===== src/rtl/sd_xfer_pkg.sv =====
package sd_xfer_pkg;

   typedef enum logic [1:0] {
      XE_OK      = 2'd0,
      XE_CMD     = 2'd1,
      XE_TOKEN   = 2'd2,
      XE_TIMEOUT = 2'd3
   } xfer_err_e;

   typedef enum logic [3:0] {
      S_IDLE,
      S_CMD,
      S_CMD_WAIT,
      S_R_HUNT,
      S_R_DATA,
      S_R_CRC,
      S_W_TOK,
      S_W_FETCH,
      S_W_DATA,
      S_W_CRC,
      S_W_RESP,
      S_W_BUSY,
      S_TAIL
   } xfer_state_e;

   localparam logic [5:0] CMD_IDX_RD = 6'd17;
   localparam logic [5:0] CMD_IDX_WR = 6'd24;
   localparam logic [7:0] TOK_START  = 8'hFE;
   localparam logic [7:0] FILL_BYTE  = 8'hFF;
   localparam logic [4:0] RESP_ACCEPT = 5'b00101;

endpackage


===== src/rtl/sd_addr_scale.sv =====
module sd_addr_scale #(
   parameter int ADDR_W     = 32,
   parameter int SHIFT      = 9,
   parameter bit HC_SUPPORT = 1'b1
) (
   input  logic [ADDR_W-1:0] blk,
   input  logic              hc,
   output logic [ADDR_W-1:0] arg
);

   generate
      if (SHIFT < 1 || SHIFT >= ADDR_W) begin : g_bad_shift
         $error("sd_addr_scale: SHIFT out of range");
      end
      if (HC_SUPPORT) begin : g_dual
         // card type picks byte or block addressing at run time
         assign arg = hc ? blk : (blk << SHIFT);
      end else begin : g_byte_only
         logic unused_hc;
         assign unused_hc = hc;
         assign arg = blk << SHIFT;
      end
   endgenerate

endmodule


===== src/rtl/sd_poll_wdog.sv =====
module sd_poll_wdog #(
   parameter int LIMIT = 4096,
   localparam int CW   = $clog2(LIMIT + 1)
) (
   input  logic clk,
   input  logic rst_n,
   input  logic clr,
   input  logic miss,
   output logic expire
);

   logic [CW-1:0] cnt;

   generate
      if (LIMIT < 2) begin : g_bad_limit
         $error("sd_poll_wdog: LIMIT must be at least 2");
      end
   endgenerate

   always_ff @(posedge clk or negedge rst_n) begin
      if (!rst_n)      cnt <= '0;
      else if (clr)    cnt <= '0;
      else if (miss)   cnt <= cnt + 1'b1;
   end

   // the limit-th consecutive miss expires; a hit on that poll does not
   assign expire = miss && (cnt == CW'(LIMIT - 1));

   AST_WD_RESTART: assert property (@(posedge clk) disable iff (!rst_n)
      expire |=> clr);

endmodule


===== src/rtl/sd_blk_xfer.sv =====
module sd_blk_xfer
   import sd_xfer_pkg::*;
#(
   parameter int BLK_BYTES  = 512,
   parameter int CNT_W      = 8,
   parameter int ADDR_W     = 32,
   parameter int POLL_LIMIT = 4096,
   parameter bit HC_SUPPORT = 1'b1,
   parameter int BUF_AW     = CNT_W + $clog2(BLK_BYTES)
) (
   input  logic              clk,
   input  logic              rst_n,
   input  logic              start,
   input  logic              wr_mode,
   input  logic              hc_card,
   input  logic [ADDR_W-1:0] start_blk,
   input  logic [CNT_W-1:0]  blk_count,
   output logic              busy,
   output logic              done,
   output logic [1:0]        err,
   output logic              cmd_req,
   output logic [5:0]        cmd_idx,
   output logic [ADDR_W-1:0] cmd_arg,
   input  logic              cmd_done,
   input  logic [7:0]        cmd_r1,
   output logic              cs_n,
   output logic              xch_req,
   output logic [7:0]        xch_tx,
   input  logic              xch_done,
   input  logic [7:0]        xch_rx,
   output logic [BUF_AW-1:0] buf_addr,
   output logic              buf_re,
   output logic              buf_we,
   output logic [7:0]        buf_wdata,
   input  logic [7:0]        buf_rdata
);

   localparam int BYTE_W = $clog2(BLK_BYTES);
   localparam logic [BYTE_W-1:0] LAST_BYTE = BYTE_W'(BLK_BYTES - 1);

   generate
      if ((1 << BYTE_W) != BLK_BYTES) begin : g_bad_blk
         $error("sd_blk_xfer: BLK_BYTES must be a power of two");
      end
      if (BUF_AW < CNT_W + BYTE_W) begin : g_bad_buf
         $error("sd_blk_xfer: BUF_AW too narrow");
      end
   endgenerate

   xfer_state_e       state;
   logic              pend, got, crc2, wr_r, hc_r, done_r;
   logic [BYTE_W-1:0] cnt;
   logic [ADDR_W-1:0] blk_cur;
   logic [CNT_W-1:0]  blk_off, blk_left;
   xfer_err_e         err_r, tail_err;
   logic              poll_state, poll_miss, poll_expire, byte_state;

   sd_addr_scale #(.ADDR_W(ADDR_W), .SHIFT(BYTE_W), .HC_SUPPORT(HC_SUPPORT)) u_scale (
      .blk (blk_cur),
      .hc  (hc_r),
      .arg (cmd_arg)
   );

   assign poll_state = (state == S_R_HUNT) || (state == S_W_BUSY);
   assign poll_miss  = got && (((state == S_R_HUNT) && (xch_rx != TOK_START)) ||
                               ((state == S_W_BUSY) && (xch_rx == 8'h00)));

   sd_poll_wdog #(.LIMIT(POLL_LIMIT)) u_wdog (
      .clk    (clk),
      .rst_n  (rst_n),
      .clr    (!poll_state),
      .miss   (poll_miss),
      .expire (poll_expire)
   );

   always_comb begin
      byte_state = 1'b0;
      case (state)
         S_R_HUNT, S_R_DATA, S_R_CRC, S_W_TOK, S_W_DATA,
         S_W_CRC, S_W_RESP, S_W_BUSY, S_TAIL: byte_state = 1'b1;
         default: byte_state = 1'b0;
      endcase
   end

   always_comb begin
      case (state)
         S_W_TOK:  xch_tx = TOK_START;
         S_W_DATA: xch_tx = buf_rdata;
         default:  xch_tx = FILL_BYTE;
      endcase
   end

   assign got       = pend && xch_done;
   assign xch_req   = byte_state && !pend;
   assign cs_n      = (state == S_IDLE) || (state == S_CMD) ||
                      (state == S_CMD_WAIT) || (state == S_TAIL);
   assign busy      = (state != S_IDLE);
   assign done      = done_r;
   assign err       = err_r;
   assign cmd_req   = (state == S_CMD);
   assign cmd_idx   = wr_r ? CMD_IDX_WR : CMD_IDX_RD;
   assign buf_addr  = BUF_AW'({blk_off, cnt});
   assign buf_re    = (state == S_W_FETCH);
   assign buf_we    = got && (state == S_R_DATA);
   assign buf_wdata = xch_rx;

   always_ff @(posedge clk or negedge rst_n) begin
      if (!rst_n) begin
         state    <= S_IDLE;
         pend     <= 1'b0;
         cnt      <= '0;
         crc2     <= 1'b0;
         blk_cur  <= '0;
         blk_off  <= '0;
         blk_left <= '0;
         wr_r     <= 1'b0;
         hc_r     <= 1'b0;
         err_r    <= XE_OK;
         tail_err <= XE_OK;
         done_r   <= 1'b0;
      end else begin
         done_r <= 1'b0;
         if (xch_req)  pend <= 1'b1;
         else if (got) pend <= 1'b0;
         case (state)
            S_IDLE: if (start) begin
               if (blk_count == '0) begin
                  done_r <= 1'b1;
                  err_r  <= XE_OK;
               end else begin
                  wr_r     <= wr_mode;
                  hc_r     <= hc_card;
                  blk_cur  <= start_blk;
                  blk_off  <= '0;
                  blk_left <= blk_count;
                  state    <= S_CMD;
               end
            end
            S_CMD: begin
               tail_err <= XE_OK;
               state    <= S_CMD_WAIT;
            end
            S_CMD_WAIT: if (cmd_done) begin
               if (cmd_r1 != 8'h00) begin
                  state  <= S_IDLE;
                  done_r <= 1'b1;
                  err_r  <= XE_CMD;
               end else begin
                  state <= wr_r ? S_W_TOK : S_R_HUNT;
               end
            end
            S_R_HUNT: if (got) begin
               if (xch_rx == TOK_START) begin
                  cnt   <= '0;
                  state <= S_R_DATA;
               end else if (poll_expire) begin
                  tail_err <= XE_TIMEOUT;
                  state    <= S_TAIL;
               end
            end
            S_R_DATA: if (got) begin
               if (cnt == LAST_BYTE) begin
                  crc2  <= 1'b0;
                  state <= S_R_CRC;
               end else begin
                  cnt <= cnt + 1'b1;
               end
            end
            S_R_CRC: if (got) begin
               crc2 <= 1'b1;
               if (crc2) state <= S_TAIL;
            end
            S_W_TOK: if (got) begin
               cnt   <= '0;
               state <= S_W_FETCH;
            end
            S_W_FETCH: state <= S_W_DATA;
            S_W_DATA: if (got) begin
               if (cnt == LAST_BYTE) begin
                  crc2  <= 1'b0;
                  state <= S_W_CRC;
               end else begin
                  cnt   <= cnt + 1'b1;
                  state <= S_W_FETCH;
               end
            end
            S_W_CRC: if (got) begin
               crc2 <= 1'b1;
               if (crc2) state <= S_W_RESP;
            end
            S_W_RESP: if (got) begin
               if (xch_rx[4:0] == RESP_ACCEPT) begin
                  state <= S_W_BUSY;
               end else begin
                  tail_err <= XE_TOKEN;
                  state    <= S_TAIL;
               end
            end
            S_W_BUSY: if (got) begin
               if (xch_rx != 8'h00) begin
                  state <= S_TAIL;
               end else if (poll_expire) begin
                  tail_err <= XE_TIMEOUT;
                  state    <= S_TAIL;
               end
            end
            S_TAIL: if (got) begin
               if (tail_err != XE_OK || blk_left == CNT_W'(1)) begin
                  state  <= S_IDLE;
                  done_r <= 1'b1;
                  err_r  <= tail_err;
               end else begin
                  blk_cur  <= blk_cur + 1'b1;
                  blk_off  <= blk_off + 1'b1;
                  blk_left <= blk_left - 1'b1;
                  state    <= S_CMD;
               end
            end
            default: state <= S_IDLE;
         endcase
      end
   end

   AST_DONE_PULSE: assert property (@(posedge clk) disable iff (!rst_n)
      done |=> !done);
   AST_IDLE_CS_HIGH: assert property (@(posedge clk) disable iff (!rst_n)
      !busy |-> cs_n);
   AST_CMD_CODE: assert property (@(posedge clk) disable iff (!rst_n)
      cmd_req |-> (cmd_idx == CMD_IDX_RD || cmd_idx == CMD_IDX_WR));
   AST_STORE_CS_LOW: assert property (@(posedge clk) disable iff (!rst_n)
      buf_we |-> !cs_n);
   AST_TOKEN_CS_LOW: assert property (@(posedge clk) disable iff (!rst_n)
      (xch_req && xch_tx == TOK_START && wr_r) |-> !cs_n);

endmodule


===== config.mk =====
export PLATFORM = sky130hd
export DESIGN_NAME = sd_blk_xfer
export DESIGN_NICKNAME = d
export VERILOG_FILES = /design/src/rtl/sd_xfer_pkg.sv /design/src/rtl/sd_addr_scale.sv /design/src/rtl/sd_poll_wdog.sv /design/src/rtl/sd_blk_xfer.sv
export SDC_FILE = /design/constraint.sdc
export NUM_CORES = 1
export LEC_CHECK = 0
export ABC_AREA = 1
export CORE_MARGIN = 2
export CORE_UTILIZATION = 55
export DETAILED_ROUTE_END_ITERATION = 12
export PLACE_DENSITY = 0.87
export SYNTH_ARGS = -nofsm -noshare
export SYNTH_HDL_FRONTEND = slang
export SYNTH_HIERARCHICAL = 1
export SYNTH_SLANG_ARGS = --single-unit

===== constraint.sdc =====
create_clock -name clk -period 4.13 [get_ports clk]
set_input_delay 0.6195 -clock clk [delete_from_list [all_inputs] [get_ports clk]]
set_output_delay 0.6195 -clock clk [all_outputs]
set_load 0.02 [all_outputs]

* Yosys cells after proc, flatten, opt, wreduce, memory -nomap -nowiden
Memories as Yosys holds them, arrays and structs flattened. Cells that the tools add are included.
Word-level totals: register bits 83, bits in read-only memories 16, bits of input ports 71, output and inout port bits 80, logic and storage cells 180, memories kept 1
Cells by class: add/subtract/negate cells 5, equal/unequal tests 46, mux-type cells 78, bitwise logic cells 1, reduce and logical (&&, ||, !) cells 36
Memories:
- (name not given) | depth 16, bits a word 1, read ports 1, clocked after Yosys merged registers in 0, write ports 0, RTL line sd_blk_xfer.sv:78 | case (state)
Operator list (count):
- 32-bit 2-to-1 mux | 5
- 4-bit 2-to-1 mux | 20
- 8-bit 2-to-1 mux | 8
- 32-bit case mux with 2 select lines | 1
- 4-bit case mux with 13 select lines | 1
- 8-bit case mux with 2 select lines | 3
- 9-bit 2-to-1 mux | 5
- 2-bit inequality test (second input constant) | 19
- 32-bit by 1-bit adder with 32-bit output (second input constant) | 1
- 9-bit case mux with 3 select lines | 1
- 13-bit 2-to-1 mux | 2
- 2-bit 2-to-1 mux | 13
- 4-bit == test (second input constant) | 5
- 2-bit by 1-bit inequality test with 1-bit output (second input constant) | 9
- 4-bit by 3-bit == test with 1-bit output (second input constant) | 4
- 8-bit logical NOT | 2
- 8-bit nonzero test | 2
- 15-bit AND reduction | 1
- 7-bit AND reduction | 2
- 13-bit by 1-bit adder with 13-bit output (second input constant) | 1
- 13-bit by 12-bit == test with 1-bit output (second input constant) | 1
- 1-bit 2-to-1 mux | 12
- 9-bit by 1-bit adder with 9-bit output (second input constant) | 1
- 9-bit == test (second input constant) | 1
- 26 further kinds | 46

* Depth between registers and ports, before layout
depth in word-level cells 9, gate-level depth with buffers 18, gate-level depth less buffers 18

* Modules after synthesis
Netlist, hierarchy kept.
Modules (own cells, without submodules):
- sd_blk_xfer | times used 1, cells each 858, area an instance 5247.5 sq um, seq. area each 1751.7 sq um
- sd_poll_wdog | times used 1, cells each 101, area an instance 787.0 sq um, seq. area each 325.3 sq um
- sd_addr_scale | times used 1, cells each 94, area an instance 449.2 sq um, seq. area each 0.0 sq um

* Worst setup path after synthesis
No wires, ideal clock.
kind input to register, start point input port xch_rx[5], end point register state[2], library setup time 0.065 ns, data arrival time 2.196 ns, data required time 4.065 ns, path slack 1.870 ns, stages on the path 17, path buffers 0, path through nor2_1 -> nand3_1 -> nor2_1 -> nand2_1 -> a21oi_1 -> nand3_1 -> nor2_1 -> nand4_1 -> inv_1 -> inv_1 -> nor2_1 -> nor3_1 -> nand2_1 -> inv_1 -> nand2_1 -> nand2_1 -> nand2_1
Between the ends: cells in the longest elaborated chain, start to end 9, elaborated cells between the ends (all ways) 15, classes of those cells eq/ne: 2; mux: 6; reduce/logical: 7
Ends and longest elaborated chain:
- start, declared | RTL line sd_blk_xfer.sv:30 | input logic [7:0] xch_rx,
- 8-bit inequality test or 8-bit logical NOT (tied branches) | RTL line sd_blk_xfer.sv:65, sd_blk_xfer.sv:66
- 1-bit logical AND (on tied branches) | RTL line sd_blk_xfer.sv:65, sd_blk_xfer.sv:66
- 1-bit logical OR * | RTL line sd_blk_xfer.sv:65 | assign poll_miss = got && (((state == S_R_HUNT) && (xch_rx != TOK_START)) ||
- 1-bit logical AND * | RTL line sd_blk_xfer.sv:65
- named net poll_miss | RTL line sd_blk_xfer.sv:56 | logic poll_state, poll_miss, poll_expire, byte_state;
- 1-bit logical AND * | RTL line sd_poll_wdog.sv:27 | assign expire = miss && (cnt == CW'(LIMIT - 1));
- named net poll_expire | RTL line sd_blk_xfer.sv:56
- 4-bit 2-to-1 mux *
- 4-bit 2-to-1 mux (on tied branches) | RTL line sd_blk_xfer.sv:200, sd_blk_xfer.sv:153
- 4-bit 2-to-1 mux (on tied branches) | RTL line sd_blk_xfer.sv:199, sd_blk_xfer.sv:152
- 4-bit case mux with 13 select lines * | RTL line sd_blk_xfer.sv:125 | case (state)
- end signal, assigned | RTL line sd_blk_xfer.sv:149 | state <= wr_r ? S_W_TOK : S_R_HUNT;
- end, declared | RTL line sd_blk_xfer.sv:50 | xfer_state_e state;
The timed path passes the listed nets; every way through them passes the cells marked *. The select of a mux whose other input is x is not followed. A chain may end at the register's enable or synchronous reset.

* Worst setup path after layout
start point input port xch_rx[3], end point register state[2]
Same word-level chain as after synthesis.

==> results summary <==
The via count of the first global-routing pass is 6384. Summed over all layers, the global routing overflow is 0. The minimum clock period came out at roughly 2800 ps. The final cycle utilization of the critical path is 0.6695.

Traced cell by cell, the critical path runs through clkdlybuf4s50_1 -> nor2_1 -> nand2_1 -> nor2_1 -> nand2_1 -> a21oi_1 -> nand3_1 -> nor2_1 -> nand4_1 -> inv_1 -> inv_1 -> nor2_1 -> nor3_1 -> nand2_1 -> inv_1 -> nand2_1 -> nand2_1 -> nand2_1. The average instance in the mapped netlist occupies 6.157 um2. The largest clock skew in the final design came out at 5.615 ps.

Buffers added to address setup during post-CTS repair amount to 0. The number of nets with antenna violations after routing is 0. For this run, the number of Yosys warnings is 6. The leakage power is 3.966 nW. The number of different library cells used by synthesis comes to 42. Data on the critical path is required at its endpoint by 4410 ps.

The site row count is 39. The number of buffers added by the clock tree synthesis step is 9. The horizontal extent of the die is 112.6 um. The biggest fanout along the worst timing path is 6. The maximum number of pins on one net before global-route repair is 84. The net count of the finished layout is between 1000 and 1500. From bottom edge to top edge, the die measures 112.6 um. The count of H-tree levels built during CTS is 3. The first routing iteration left 420 violations.

The count of buffers added on input and output ports is around 150. After detailed placement, the design holds a cell count of about 1300. The proportion of layout cells with a drive suffix above 1 came out at 0.06949.

The overall via count from detail_route came out at 6907. The number of DRC violations after detailed routing came out at 0. Setup repair after global routing left no endpoint under its margin. The count of final setup violators is 0. The reported max-cap violation count is 0. The transition at the pin with the smallest max-transition slack came out at 1075 ps. The worst slack on hold paths is 460.6 ps. The half-perimeter wire length after detailed placement came out at about 13000 um. The delay contributed by the slowest stage of the critical path is 570 ps.

The register area share after synthesis is 0.3203. The clock tree from TritonCTS is built. The synthesized netlist cell count is 1053. The type of the setup path with the least slack is input pin to flop. Synthesis inferred 83 register bits. The maximum VDD drop came out at 0.0006670 V. For this configuration, the core starts out at a cell density of 0.5654.

The cell type with the highest occurrence count on the critical path is nand2_1. The number of detailed-routing iterations run before antenna repair is 5. The tightest min-delay check is of the input pin to asynchronous set/reset pin type. The hold buffer count at CTS came out at 0.

The overall global routing resource usage came out at 0.2851. The total of cells resized after clock tree synthesis came out at 0. The congestion estimate from routability-driven global placement came to 0.9192. The clock reaches the later pin of the worst-skew pair after 340 ps. For this design the ratio of total power to cell area is 600.1 nW/um2. The total wirelength of the detailed-routed design came out at 17920 um.

After detailed routing, the number of vias per cell comes to between 5 and 6. The placeable core area came out at ~11000 um2. The slowest library cell on the worst path is a21oi_1.

Based on the critical path, the design can be clocked at up to roughly 360 MHz. The overall die area is 12670 um2. The critical path capture point type is a flop.

The number of inserted diodes is 0. The summed instance area of the synthesized netlist came out at between 6000 and 7000 um2. The average routed wire per standard cell came out at 13.55 um.

Counting along the longest clock path gives a buffer depth of 2. The final hold violation count is 0. Measured against its own limit, the worst slew margin works out to 0.2834. The number of placed I/O pins came out at 151.

The finished layout holds 1323 standard cells, fillers aside. The arrival time of data at the critical path endpoint is 3050 ps. The number of pins with negative max-slew slack in the final report was 0. Adding up every negative setup slack in the final design gives 0 ps. The run finished with clean final reports. The filler cells instantiated in the layout total around 960. The first-pass GRT wire length came out at 29670 um. The number of antenna violations at the first check in global routing is 0.

The area overhead of the layout relative to synthesis came out at 26.28%. The clock slew seen by the registers of the worst setup and hold paths came out at 60 ps. CTS placed an instance of clkbuf_16 at the clock tree root.

The clock net in this run drives a total of 83 sinks. STA classifies the critical path startpoint as an input pin.
final timing paths:
check	start	slack, ps	cells after the start	to
worst min register to register	blk_off[7]	510	2	blk_off[7]
min in group clk	blk_off[7]	510	2	blk_off[7]
worst max-delay path	xch_rx[3]	1370	18	state[2]
worst max register to register	state[2]	1420	17	state[2]
worst min-delay path	rst_n	460	1	blk_left[4]
max in group asynchronous	rst_n	2960	1	pend
registers in the layout, summed over array words and instances, names as in the netlist:
| name | flops |
|---|---|
| blk_off | 8 |
| cnt | 9 |
| crc2 | 1 |
| err | 2 |
| u_wdog/cnt | 13 |
| hc_r | 1 |
| done | 1 |
| state | 4 |
| tail_err | 2 |
| wr_r | 1 |
| pend | 1 |
| blk_left | 8 |
| blk_cur | 32 |
logic make-up (layout without fill, tap and decap cells):
| kind of cell | after synthesis | after routing | synth area share |
|---|---|---|---|
| xor gates and xnor gates | 13 | 13 | 0.01756 |
| DFF | 83 | 83 | 0.3203 |
| AOI/OAI and AO/OA | 74 | 74 | 0.06291 |
| other | 2 | 4 | 0.001158 |
| and+or+nand+nor | 736 | 736 | 0.4821 |
| adders and majority gates | 7 | 7 | 0.01351 |
| buffers and inverters | 138 | 263 | 0.1025 |
critical path, delay by kind of cell:
family	cells	cell delay (ps)
and+or+nand+nor	13	1130
AOI/OAI and AO/OA	1	570
buffers and inverters	4	700
cells in the final DEF, fill, tap and decap left out, types with 5 or more instances in the layout:
cell             synthesis  final
dfrtp_1                 83     83
xor2_1                   7      7
or2_2                   15     15
nor3_1                   7      7
inv_2                    9      9
nand3b_1                15     15
o21ai_1                 26     26
buf_4                   14      5
ha_1                     7      7
xnor2_1                  6      6
nand4_1                  9      9
nand2_1                438    438
a21oi_1                 12     12
nand3_1                 73     73
inv_1                   87     87
clkbuf_16                0      9
nor2_1                 144    144
nand2_2                 20     20
o21ai_0                 24     24
clkdlybuf4s50_1          0    145
Yosys cell counts, drive strengths merged:
master	instances	area [um2]
clkinv	1	5.000
xor2	7	61.31
buf	32	227.7
a22oi	1	7.510
nor3b	1	7.510
o21ai	50	250.2
o21a	1	7.510
nor2	152	610.6
a31oi	2	12.51
nand2	459	1780
o211ai	1	7.510
conb	2	7.510
a21oi	15	93.85
xnor2	6	52.55
nand3b	15	112.6
clkbuf	8	60.06
inv	97	371.6
nand4	9	56.30
o22ai	1	6.260
nor3	8	51.30
ha	7	87.58
o21bai	3	22.52
dfrtp	83	2077
nand3	77	412.9
or2	15	93.84
through the flow:
stage | area, um2 | util | total power, mW | worst slack [ps]
after floorplan | 6491 | - | 3.140 | 1870
after global placement | 7871 | 0.6864 | 3.967 | 1116
after detailed placement | 7871 | 0.6864 | 4.017 | 1022
after CTS | 8188 | 0.7140 | 4.898 | 1367
after global routing | 8188 | 0.7140 | 5.266 | 903.8
final | 8188 | 0.7140 | 4.913 | 1365
layer usage:
metal	wire, um	GRT usage
met4	287	0.08293
met2	8584	0.4818
met3	1325	0.04752
met1	7725	0.3778
met5	0	0
final cells by class:
class / count / area (um2) / area share
well taps: 143 / 178.9 / 0.02185
flip-flops and latches: 83 / 2077 / 0.2537
inverters: 98 / 376.6 / 0.04600
multi-input cells: 834 / 3750 / 0.4580
repair buffers: 150 / 1489 / 0.1818
clock buffers: 11 / 242.7 / 0.02965
clock inverters: 4 / 73.82 / 0.009016
power by group:
part,internal [mW],switching (mW)
Sequential,1.07,0.426
Clock,0.544,0.327
Combinational,1.00,1.55
Note: power is estimated with default switching activity, not from simulation.
